$ cat src/rtl/wdg_pkg.sv
`timescale 1ns/1ps
package wdg_pkg;
  localparam int unsigned OFS_CTRL = 'h00;
  localparam int unsigned OFS_TMO  = 'h08;
  localparam int unsigned OFS_SVC  = 'h10;
  localparam int unsigned OFS_CNT  = 'h14;

  localparam int unsigned BIT_EN      = 0;
  localparam int unsigned BIT_DBGFRZ  = 1;
  localparam int unsigned BIT_LPSTOP  = 2;
  localparam int unsigned BIT_MODE_LO = 9;

  localparam logic [15:0] KEY_ARM  = 16'hA602;
  localparam logic [15:0] KEY_FIRE = 16'hB480;

  typedef struct packed {
    logic [1:0] mode;
    logic       lp_stop;
    logic       dbg_frz;
    logic       en;
  } ctrl_t;
endpackage

$ cat src/rtl/wdg_regs.sv
`timescale 1ns/1ps
module wdg_regs
  import wdg_pkg::*;
#(
  parameter int unsigned ADDR_W   = 8,
  parameter int unsigned DATA_W   = 32,
  parameter logic [DATA_W-1:0] TMO_RESET = 'h0001_0000
) (
  input  logic              clk,
  input  logic              rst_n,
  input  logic [ADDR_W-1:0] addr,
  input  logic [DATA_W-1:0] wdata,
  input  logic              we,
  input  logic [DATA_W-1:0] cnt_live,
  output ctrl_t             ctrl,
  output logic [DATA_W-1:0] tmo,
  output logic              en_rise,
  output logic              svc_wr,
  output logic [DATA_W-1:0] rdata
);
  logic sel_ctrl, sel_tmo, sel_svc, sel_cnt;
  ctrl_t             ctrl_q, ctrl_d;
  logic [DATA_W-1:0] tmo_q, tmo_d;
  logic [DATA_W-1:0] view_q;
  logic              view_ce;

  assign sel_ctrl = (addr == ADDR_W'(OFS_CTRL));
  assign sel_tmo  = (addr == ADDR_W'(OFS_TMO));
  assign sel_svc  = (addr == ADDR_W'(OFS_SVC));
  assign sel_cnt  = (addr == ADDR_W'(OFS_CNT));

  always_comb begin
    ctrl_d = ctrl_q;
    tmo_d  = tmo_q;
    if (we && sel_ctrl) begin
      ctrl_d.en      = wdata[BIT_EN];
      ctrl_d.dbg_frz = wdata[BIT_DBGFRZ];
      ctrl_d.lp_stop = wdata[BIT_LPSTOP];
      ctrl_d.mode    = wdata[BIT_MODE_LO+1:BIT_MODE_LO];
    end
    if (we && sel_tmo) tmo_d = wdata;
  end

  assign en_rise = we && sel_ctrl && wdata[BIT_EN] && !ctrl_q.en;
  assign svc_wr  = we && sel_svc;
  assign view_ce = !ctrl_q.en;

  always_ff @(posedge clk or negedge rst_n) begin
    if (!rst_n) begin
      ctrl_q <= '0;
      tmo_q  <= TMO_RESET;
    end else begin
      ctrl_q <= ctrl_d;
      tmo_q  <= tmo_d;
    end
  end

  always_ff @(posedge clk or negedge rst_n) begin
    if (!rst_n)       view_q <= '0;
    else if (view_ce) view_q <= cnt_live;
  end

  always_comb begin
    rdata = '0;
    if (sel_ctrl) begin
      rdata[BIT_EN]                      = ctrl_q.en;
      rdata[BIT_DBGFRZ]                  = ctrl_q.dbg_frz;
      rdata[BIT_LPSTOP]                  = ctrl_q.lp_stop;
      rdata[BIT_MODE_LO+1:BIT_MODE_LO]   = ctrl_q.mode;
    end else if (sel_tmo) begin
      rdata = tmo_q;
    end else if (sel_cnt) begin
      rdata = view_q;
    end
  end

  assign ctrl = ctrl_q;
  assign tmo  = tmo_q;
endmodule

$ cat src/rtl/wdg_keyseq.sv
`timescale 1ns/1ps
module wdg_keyseq
  import wdg_pkg::*;
#(
  parameter int unsigned DATA_W = 32
) (
  input  logic              clk,
  input  logic              rst_n,
  input  logic              svc_wr,
  input  logic [DATA_W-1:0] wdata,
  output logic              seq_done
);
  localparam logic [DATA_W-1:0] WORD_ARM  = DATA_W'(KEY_ARM);
  localparam logic [DATA_W-1:0] WORD_FIRE = DATA_W'(KEY_FIRE);

  logic armed_q, armed_d;

  always_comb begin
    armed_d  = armed_q;
    seq_done = 1'b0;
    if (svc_wr) begin
      if (armed_q && (wdata == WORD_FIRE)) begin
        seq_done = 1'b1;
        armed_d  = 1'b0;
      end else begin
        armed_d  = (wdata == WORD_ARM);
      end
    end
  end

  always_ff @(posedge clk or negedge rst_n) begin
    if (!rst_n) armed_q <= 1'b0;
    else        armed_q <= armed_d;
  end
endmodule

$ cat src/rtl/wdg_downcnt.sv
`timescale 1ns/1ps
module wdg_downcnt #(
  parameter int unsigned DATA_W = 32,
  parameter logic [DATA_W-1:0] FLOOR = 'h100
) (
  input  logic              clk,
  input  logic              rst_n,
  input  logic              load,
  input  logic [DATA_W-1:0] load_val,
  input  logic              run,
  output logic [DATA_W-1:0] cnt,
  output logic              expire
);
  localparam logic [DATA_W-1:0] ONE = DATA_W'(1);

  logic [DATA_W-1:0] cnt_q, cnt_d, load_eff;
  logic              exp_q, exp_d;

  assign load_eff = (load_val < FLOOR) ? FLOOR : load_val;

  always_comb begin
    cnt_d = cnt_q;
    exp_d = 1'b0;
    if (load) begin
      cnt_d = load_eff;
    end else if (run && (cnt_q != '0)) begin
      cnt_d = cnt_q - ONE;
      exp_d = (cnt_q == ONE);
    end
  end

  always_ff @(posedge clk or negedge rst_n) begin
    if (!rst_n) begin
      cnt_q <= '0;
      exp_q <= 1'b0;
    end else begin
      cnt_q <= cnt_d;
      exp_q <= exp_d;
    end
  end

  assign cnt    = cnt_q;
  assign expire = exp_q;
endmodule

$ cat src/rtl/keyed_wdog.sv
`timescale 1ns/1ps
module keyed_wdog
  import wdg_pkg::*;
#(
  parameter int unsigned ADDR_W      = 8,
  parameter int unsigned DATA_W      = 32,
  parameter int unsigned SYNC_STAGES = 2,
  parameter logic [DATA_W-1:0] TMO_RESET = 'h0001_0000,
  parameter logic [DATA_W-1:0] FLOOR     = 'h100
) (
  input  logic              clk,
  input  logic              rst_n,
  input  logic [ADDR_W-1:0] bus_addr,
  input  logic [DATA_W-1:0] bus_wdata,
  input  logic              bus_we,
  output logic [DATA_W-1:0] bus_rdata,
  input  logic              dbg_halt_i,
  input  logic              lp_stop_i,
  output logic              expire_o
);
  logic [SYNC_STAGES-1:0] rst_pipe;
  logic                   rst_sync_n;

  always_ff @(posedge clk or negedge rst_n) begin
    if (!rst_n) rst_pipe <= '0;
    else        rst_pipe <= {rst_pipe[SYNC_STAGES-2:0], 1'b1};
  end
  assign rst_sync_n = rst_pipe[SYNC_STAGES-1];

  ctrl_t             ctrl;
  logic [DATA_W-1:0] tmo, cnt;
  logic              en_rise, svc_wr, seq_done;
  logic              ctrl_en, ctrl_dbg, ctrl_lp, mode_fixed;
  logic              svc_reload, load, run;

  assign ctrl_en    = ctrl.en;
  assign ctrl_dbg   = ctrl.dbg_frz;
  assign ctrl_lp    = ctrl.lp_stop;
  assign mode_fixed = (ctrl.mode == 2'b00);

  wdg_regs #(.ADDR_W(ADDR_W), .DATA_W(DATA_W), .TMO_RESET(TMO_RESET)) u_regs (
    .clk(clk), .rst_n(rst_sync_n), .addr(bus_addr), .wdata(bus_wdata),
    .we(bus_we), .cnt_live(cnt), .ctrl(ctrl), .tmo(tmo),
    .en_rise(en_rise), .svc_wr(svc_wr), .rdata(bus_rdata)
  );

  wdg_keyseq #(.DATA_W(DATA_W)) u_keys (
    .clk(clk), .rst_n(rst_sync_n), .svc_wr(svc_wr),
    .wdata(bus_wdata), .seq_done(seq_done)
  );

  assign svc_reload = seq_done && ctrl_en && mode_fixed;
  assign load       = en_rise || svc_reload;
  assign run        = ctrl_en && !(ctrl_dbg && dbg_halt_i) && !(ctrl_lp && lp_stop_i);

  wdg_downcnt #(.DATA_W(DATA_W), .FLOOR(FLOOR)) u_cnt (
    .clk(clk), .rst_n(rst_sync_n), .load(load), .load_val(tmo),
    .run(run), .cnt(cnt), .expire(expire_o)
  );
endmodule

$ cat config.mk
export PLATFORM = sky130hd
export DESIGN_NAME = keyed_wdog
export DESIGN_NICKNAME = d
export VERILOG_FILES = /design/src/rtl/wdg_pkg.sv /design/src/rtl/wdg_regs.sv /design/src/rtl/wdg_keyseq.sv /design/src/rtl/wdg_downcnt.sv /design/src/rtl/keyed_wdog.sv
export SDC_FILE = /design/constraint.sdc
export NUM_CORES = 1
export LEC_CHECK = 0
export ABC_CLOCK_PERIOD_IN_PS = 6500
export BUFFER_PORTS_ARGS = -buffer_cell sky130_fd_sc_hd__buf_2
export CELL_PAD_IN_SITES_DETAIL_PLACEMENT = 1
export CELL_PAD_IN_SITES_GLOBAL_PLACEMENT = 2
export CORE_MARGIN = 2
export CORE_UTILIZATION = 40
export DETAILED_ROUTE_END_ITERATION = 10
export PLACE_DENSITY = 0.94
export SLEW_MARGIN = 10
export SYNTH_ARGS = -nofsm -noshare
export SYNTH_HDL_FRONTEND = slang
export SYNTH_SLANG_ARGS = --single-unit
$ cat constraint.sdc
create_clock -name clk -period 6.5 [get_ports clk]
set_input_delay 0.325 -clock clk [delete_from_list [all_inputs] [get_ports clk]]
set_output_delay 0.325 -clock clk [all_outputs]
set_load 0.02 [all_outputs]
# After elaboration in Yosys (flattened, before gate mapping)
# Index checks and enable logic that the tools add are counted.
[classes]
shifts = 0
reduce_logical = 21
n_eq_ne = 6
n_bitwise = 0
n_mux = 14
multipliers = 0
div_mod_pow = 0
order_cmp = 1
addsub = 1
[ops]
columns = ["op", "n"]
rows = [
  ["32-bit 2-to-1 mux", 5],
  ["32-bit by 16-bit == test with 1-bit output (second input constant)", 2],
  ["32-bit by 1-bit == test with 1-bit output (second input constant)", 1],
  ["32-bit by 9-bit less-than comparator with 1-bit output (second input constant)", 1],
  ["32-bit nonzero test", 1],
  ["32-bit by 1-bit subtractor with 32-bit output (second input constant)", 1],
  ["21-bit 2-to-1 mux", 1],
  ["8-bit by 5-bit == test with 1-bit output (second input constant)", 2],
  ["1-bit logical AND", 13],
  ["8-bit by 4-bit == test with 1-bit output (second input constant)", 1],
  ["8-bit zero test", 1],
  ["6-bit 2-to-1 mux", 1],
  ["1-bit 2-to-1 mux", 5],
  ["1-bit zero test", 3],
  ["3-bit 2-to-1 mux", 1],
  ["2-bit zero test", 1],
  ["2-bit 2-to-1 mux", 1],
  ["2-bit nonzero test", 1],
  ["1-bit logical OR", 1],
]
[word_totals]
word_cells = 53
rom_bits = 0
ff_bits = 105
in_bits = 45
out_inout_bits = 33
ramBits = 0
memories = 0
latchBits = 0

# Depth between registers and ports, before layout
[logic_depth]
word_depth = 8
ltp_mapped = 9
depth_no_buf = 8

# Hierarchy
# A second synthesis with hierarchy kept.
[unflattened]
hier_cells = 493
hier_area_um2 = 5703.0
[modules_own_cells]
columns = ["module", "area_per_inst_um2", "seq_area_each_um2", "cells_per_inst", "n_inst"]
rows = [
  ["wdg_regs", 3206.8, 1727.9, 210, 1],
  ["wdg_downcnt", 2259.7, 825.8, 260, 1],
  ["wdg_keyseq", 151.4, 25.0, 16, 1],
  ["keyed_wdog", 85.1, 50.0, 7, 1],
]

# Least setup slack after synthesis
# No wires, ideal clock.
[synth_path]
path_type = "reg-to-reg"
startpoint = "register u_cnt.cnt_q[4], in the netlist u_cnt.cnt[4]"
endpoint = "register u_cnt.cnt_q[26], in the netlist u_cnt.cnt[26]"
setup_time_ns = 0.119
t_required_ns = 6.381
path_stages_with_launch = 7
path_buffers = 0
arrival_ns = 2.187
period_less_slack_ns = 2.306
slack_ns = 4.194
path_cell_list = "dfrtp_1 > or4_1 > or3_4 > or4b_4 > nor4_4 > xnor2_1 > o21ai_2"
[synth_between]
elab_chain_len = 3
elab_cells_between_ends = 6
cone_classes = "add/sub (1); mux (2); reduce/logical (3)"
[synth_lines]
columns = ["item", "line", "rtl"]
rows = [
  ["start, declared", "wdg_downcnt.sv:16", "logic [DATA_W-1:0] cnt_q, cnt_d, load_eff;"],
  ["start signal, assigned", "wdg_downcnt.sv:37", "cnt_q <= cnt_d;"],
  ["32-bit by 1-bit subtractor with 32-bit output or 32-bit nonzero test (tied branches)", "wdg_downcnt.sv:27, wdg_downcnt.sv:26", ""],
  ["32-bit 2-to-1 mux or 1-bit logical AND (tied branches)", "wdg_downcnt.sv:26", "end else if (run && (cnt_q != '0)) begin"],
  ["32-bit 2-to-1 mux or 2-bit nonzero test (tied branches)", "n/a", ""],
]
# Several ways; a longest one is shown, not always the timed one. The select of a mux whose other input is x is not followed.
# A chain may end at the register's enable or synchronous reset.

# Worst setup path after layout
[layout_path]
startpoint = "register u_cnt.cnt_q[24], in the netlist u_cnt.cnt[24]"
endpoint = "register u_cnt.cnt_q[15], in the netlist u_cnt.cnt[15]"
[layout_between]
elab_chain_len = 3
[layout_lines]
columns = ["item", "line"]
rows = [
  ["32-bit nonzero test", "wdg_downcnt.sv:26"],
  ["1-bit logical AND", "wdg_downcnt.sv:26"],
  ["2-bit nonzero test (no source line)", "n/a"],
]
# No other way between the ends.

==> impl.org <==
** Run status
- Result of the run :: complete, no violations

** Logic synthesis
- The share of synthesized area in the top cell type comes to 0.496.
- Sequential cell area fraction in the yosys report :: 0.501
- The cell count after synthesis came out at about 470.
- Cell area after synthesis :: around 0.0052 mm2
- Syn nets :: 513
- In the synthesized netlist, the cells that appear most often are dfrtp_1, mux2_2, nand2_1.
- EDFF count, synth :: 0
- Async set-reset flop share out of synthesis :: 1.00
- Synthesis warning total :: 0
- Ranked by total cell area, the synthesized netlist is headed by dfrtp_1, mux2_2, a22o_1.
- Among all flip-flop cells after synthesis, the most frequent one is dfrtp_1.
- A synthesized cell averages between 10 and 15 um2.
- Post-synth cell types :: 57
- The most common cell in the synthesized netlist is dfrtp_1.
- The biggest area contributor in the post-synthesis netlist is dfrtp_1.
- Seq cells post-synth :: roughly 110

** Clock tree
- Gates resized, CTS repair :: 0
- Hold-fix buffers at CTS :: 1
- The later pin in the worst-skew pair is clocked with a latency of 0.36 ns.
- TritonCTS built the clock tree.
- Post-CTS setup buffers :: 0
- The H-tree was split into 3 levels.
- The tree is rooted in a clkbuf_16.
- CTS saw about 110 sinks.
- Clock tree synthesis inserted a total of 9 buffers.
- Maximum number of buffers from clock root to sink :: 2
- Clock-pin slew was measured on the worst setup and hold paths at around 0.07 ns.

** Floorplan
- For this design the top-level I/O count stands at 78.
- The region available for standard cell placement spans around 0.013 mm2.
- Number of core rows :: between 40 and 50
- Initial cell density of the core :: 0.412
- Die Wd :: ~120 um
- Die area :: approximately 0.014 mm2
- Y dimension of the die :: 118 um

** Pwr
- Leakage power :: 2.81 nW
- The worst-case IR drop observed on VDD is between 0.1 and 0.15 mV.
- After layout, the design draws a total of between 1 and 1.5 mW.
- Dividing total power by cell area gives a power density of 247 mW/mm2.

** Timing
- Final period utilization :: 0.435
- Final setup violation count :: 0
- Final TNS setup :: 0 ns
- Pin slew with the least headroom to its limit :: slightly below 1 ns
- Setup repair after global routing left no endpoint under its margin.
- Post-route clock skew :: 0.0119 ns
- Max Fclk :: ~350 MHz
- The total count of hold-check failures in the final report is 0.
- Measured against its own limit, the worst slew margin works out to 0.342.
- Subtracting the final worst setup slack from the clock period gives between 2 and 3 ns.
- The final-report max-slew violation count is 0.

** Placement
- Placed wire-length estimate after detailed placement :: ~11000 um
- Gpl congestion :: between 0.8 and 0.9
- During placement, the flow inserted port buffers numbering just under 80.

** Worst setup path
- Walking the worst path, the cells encountered are nor4_1 -> and4_1 -> nand4_1 -> nand4b_1 -> xnor2_1 -> mux2_2.
- CP Data Required Time :: roughly 6.8 ns
- In this run the critical register-to-register path is launched from u_cnt.cnt[24]$_DFFE_PN0P_.
- Worst-path cell with the longest stage delay :: nor4_1
- Crit path launch type :: flip-flop
- Startpoint of the worst setup timing path :: u_cnt.cnt[24]$_DFFE_PN0P_
- Worst Path Class, Setup :: reg2reg
- For this run, the slowest stage of the critical path takes 0.58 ns.
- CP bufs+invs :: 0
- Largest driver fanout on the critical path :: 10
- At the worst endpoint, the arrival time is a little over 3 ns.
- CP Capture Type :: flip-flop
- The cell family contributing the most delay on the critical path is simple AND/OR/NAND/NOR gates.

** Global route
- The initial antenna violation count came to 0.
- Largest net degree at the start of global routing :: 65
- Global-route total usage across every layer :: 0.219
- The via count of the first global-routing pass is between 4000 and 5000.
- Summed over all layers, the global routing overflow is 0.
- Global-route wire length before repair :: between 20000 and 25000 um

** Routing
- Across all layers, the routed design uses 4067 vias.
- Using the TritonRoute via totals, the vias-per-cell ratio works out to 5.74.
- Post-detailed-route DRC marker count :: 0
- The first routing iteration left between 150 and 200 violations.
- In the final routed layout, each cell accounts on average for 20.7 um.
- Detail Route Antenna Nets :: 0
- WL final :: between 10000 and 15000 um
- DRT Pass-1 Iters :: 4

** Worst hold path
- HP Class :: in2reg
- The startpoint identified for the worst hold timing path is bus_wdata[6].

** Layout
- The final layout contains 579 nets.
- The area growth from synthesis to layout is 15.5%.
- Antenna cells :: 0
- Proportion of layout cells with a drive suffix above 1 :: 0.333

** Flow run
- Max-cap violations in this run came to 0.
[where the power goes]
group          switching [mW]  internal [mW]
clock                   0.242          0.309
combinational          0.0955         0.0787
sequential             0.0639          0.706
[through the flow]
step                      hold slack (ns)  setup slack (ns)  cell area, um2  std cells  utilization
after floorplan                    0.0294              3.36            5240        466            -
after global placement              0.111              3.59            5750        692        0.452
after detailed placement            0.112              3.51            5750        692        0.452
after CTS                           0.203              3.74            6050        709        0.476
after global routing                0.216              3.50            6050        709        0.476
final                               0.212              3.67            6050        709        0.476
[sequential cells by signal, indices dropped and copies added, names as in the netlist]
name            cells
u_cnt.cnt          32
u_regs.view_q      32
u_regs.tmo         32
rst_pipe            2
u_keys.armed_q      1
u_regs.ctrl         5
u_cnt.expire        1
[path summary, 6_finish.rpt]
| kind | end | slack, ns | cells after the start |
|---|---|---|---|
| max reg2reg | u_cnt.cnt[15]$_DFFE_PN0P_ | 3.67 | 6 |
| min in group asynchronous | rst_pipe[1]$_DFF_PN0_ | 0.27 | 2 |
| min reg2reg | u_regs.view_q[13]$_DFFE_PN0N_ | 0.31 | 0 |
| max | u_cnt.cnt[15]$_DFFE_PN0P_ | 3.67 | 6 |
| min | u_regs.tmo[6]$_DFFE_PN0P_ | 0.21 | 2 |
| max in group asynchronous | u_regs.view_q[29]$_DFFE_PN0N_ | 4.99 | 1 |
[final cells by class]
type / count / area [um2]
sequential: 105 / 2630
fill: 1412 / 6670
multi-input combinational: 323 / 2440
clock buffer: 11 / 243
inverter: 10 / 37.5
tap: 172 / 215
timing repair buffer: 83 / 433
clock inverter: 5 / 53.8
[logic make-up (layout without fill, tap and decap cells)]
family | count (synthesis) | in the layout | synth area share
DFF | 105 | 105 | 0.501
and+or+nand+nor | 141 | 141 | 0.154
buffers and inverters | 38 | 109 | 0.0334
other | 1 | 1 | 0.000715
muxes | 70 | 70 | 0.150
xor gates and xnor gates | 23 | 23 | 0.0384
AOI/OAI and AO/OA | 86 | 86 | 0.117
adders and majority gates | 2 | 2 | 0.00477
[routing by layer]
| metal | global-route usage | up-vias | wire length (um) |
|---|---|---|---|
| li1 | - | 1874 | - |
| met1 | 0.289 | 2087 | 6720 |
| met2 | 0.370 | 98 | 7160 |
| met3 | 0.0401 | 8 | 626 |
| met4 | 0.0573 | 0 | 182 |
| met5 | 0 | - | 0 |
[cells in the final DEF, fill, tap and decap left out, types with 3 or more instances in the layout]
cell / n
or3_1: 4
buf_2: 77
nor4bb_1: 3
nand2_1: 34
buf_4: 5
and4_1: 4
nor3_1: 10
o21ai_0: 28
inv_1: 10
a31oi_1: 4
nor4_1: 24
xnor2_1: 13
nor2_1: 17
a22o_1: 27
nand3_1: 17
clkinv_2: 3
clkbuf_16: 9
nand4_1: 8
mux2_2: 68
xor2_1: 10
a222oi_1: 5
a21oi_1: 6
dfrtp_1: 103
Power figures use the tool's default switching activity.
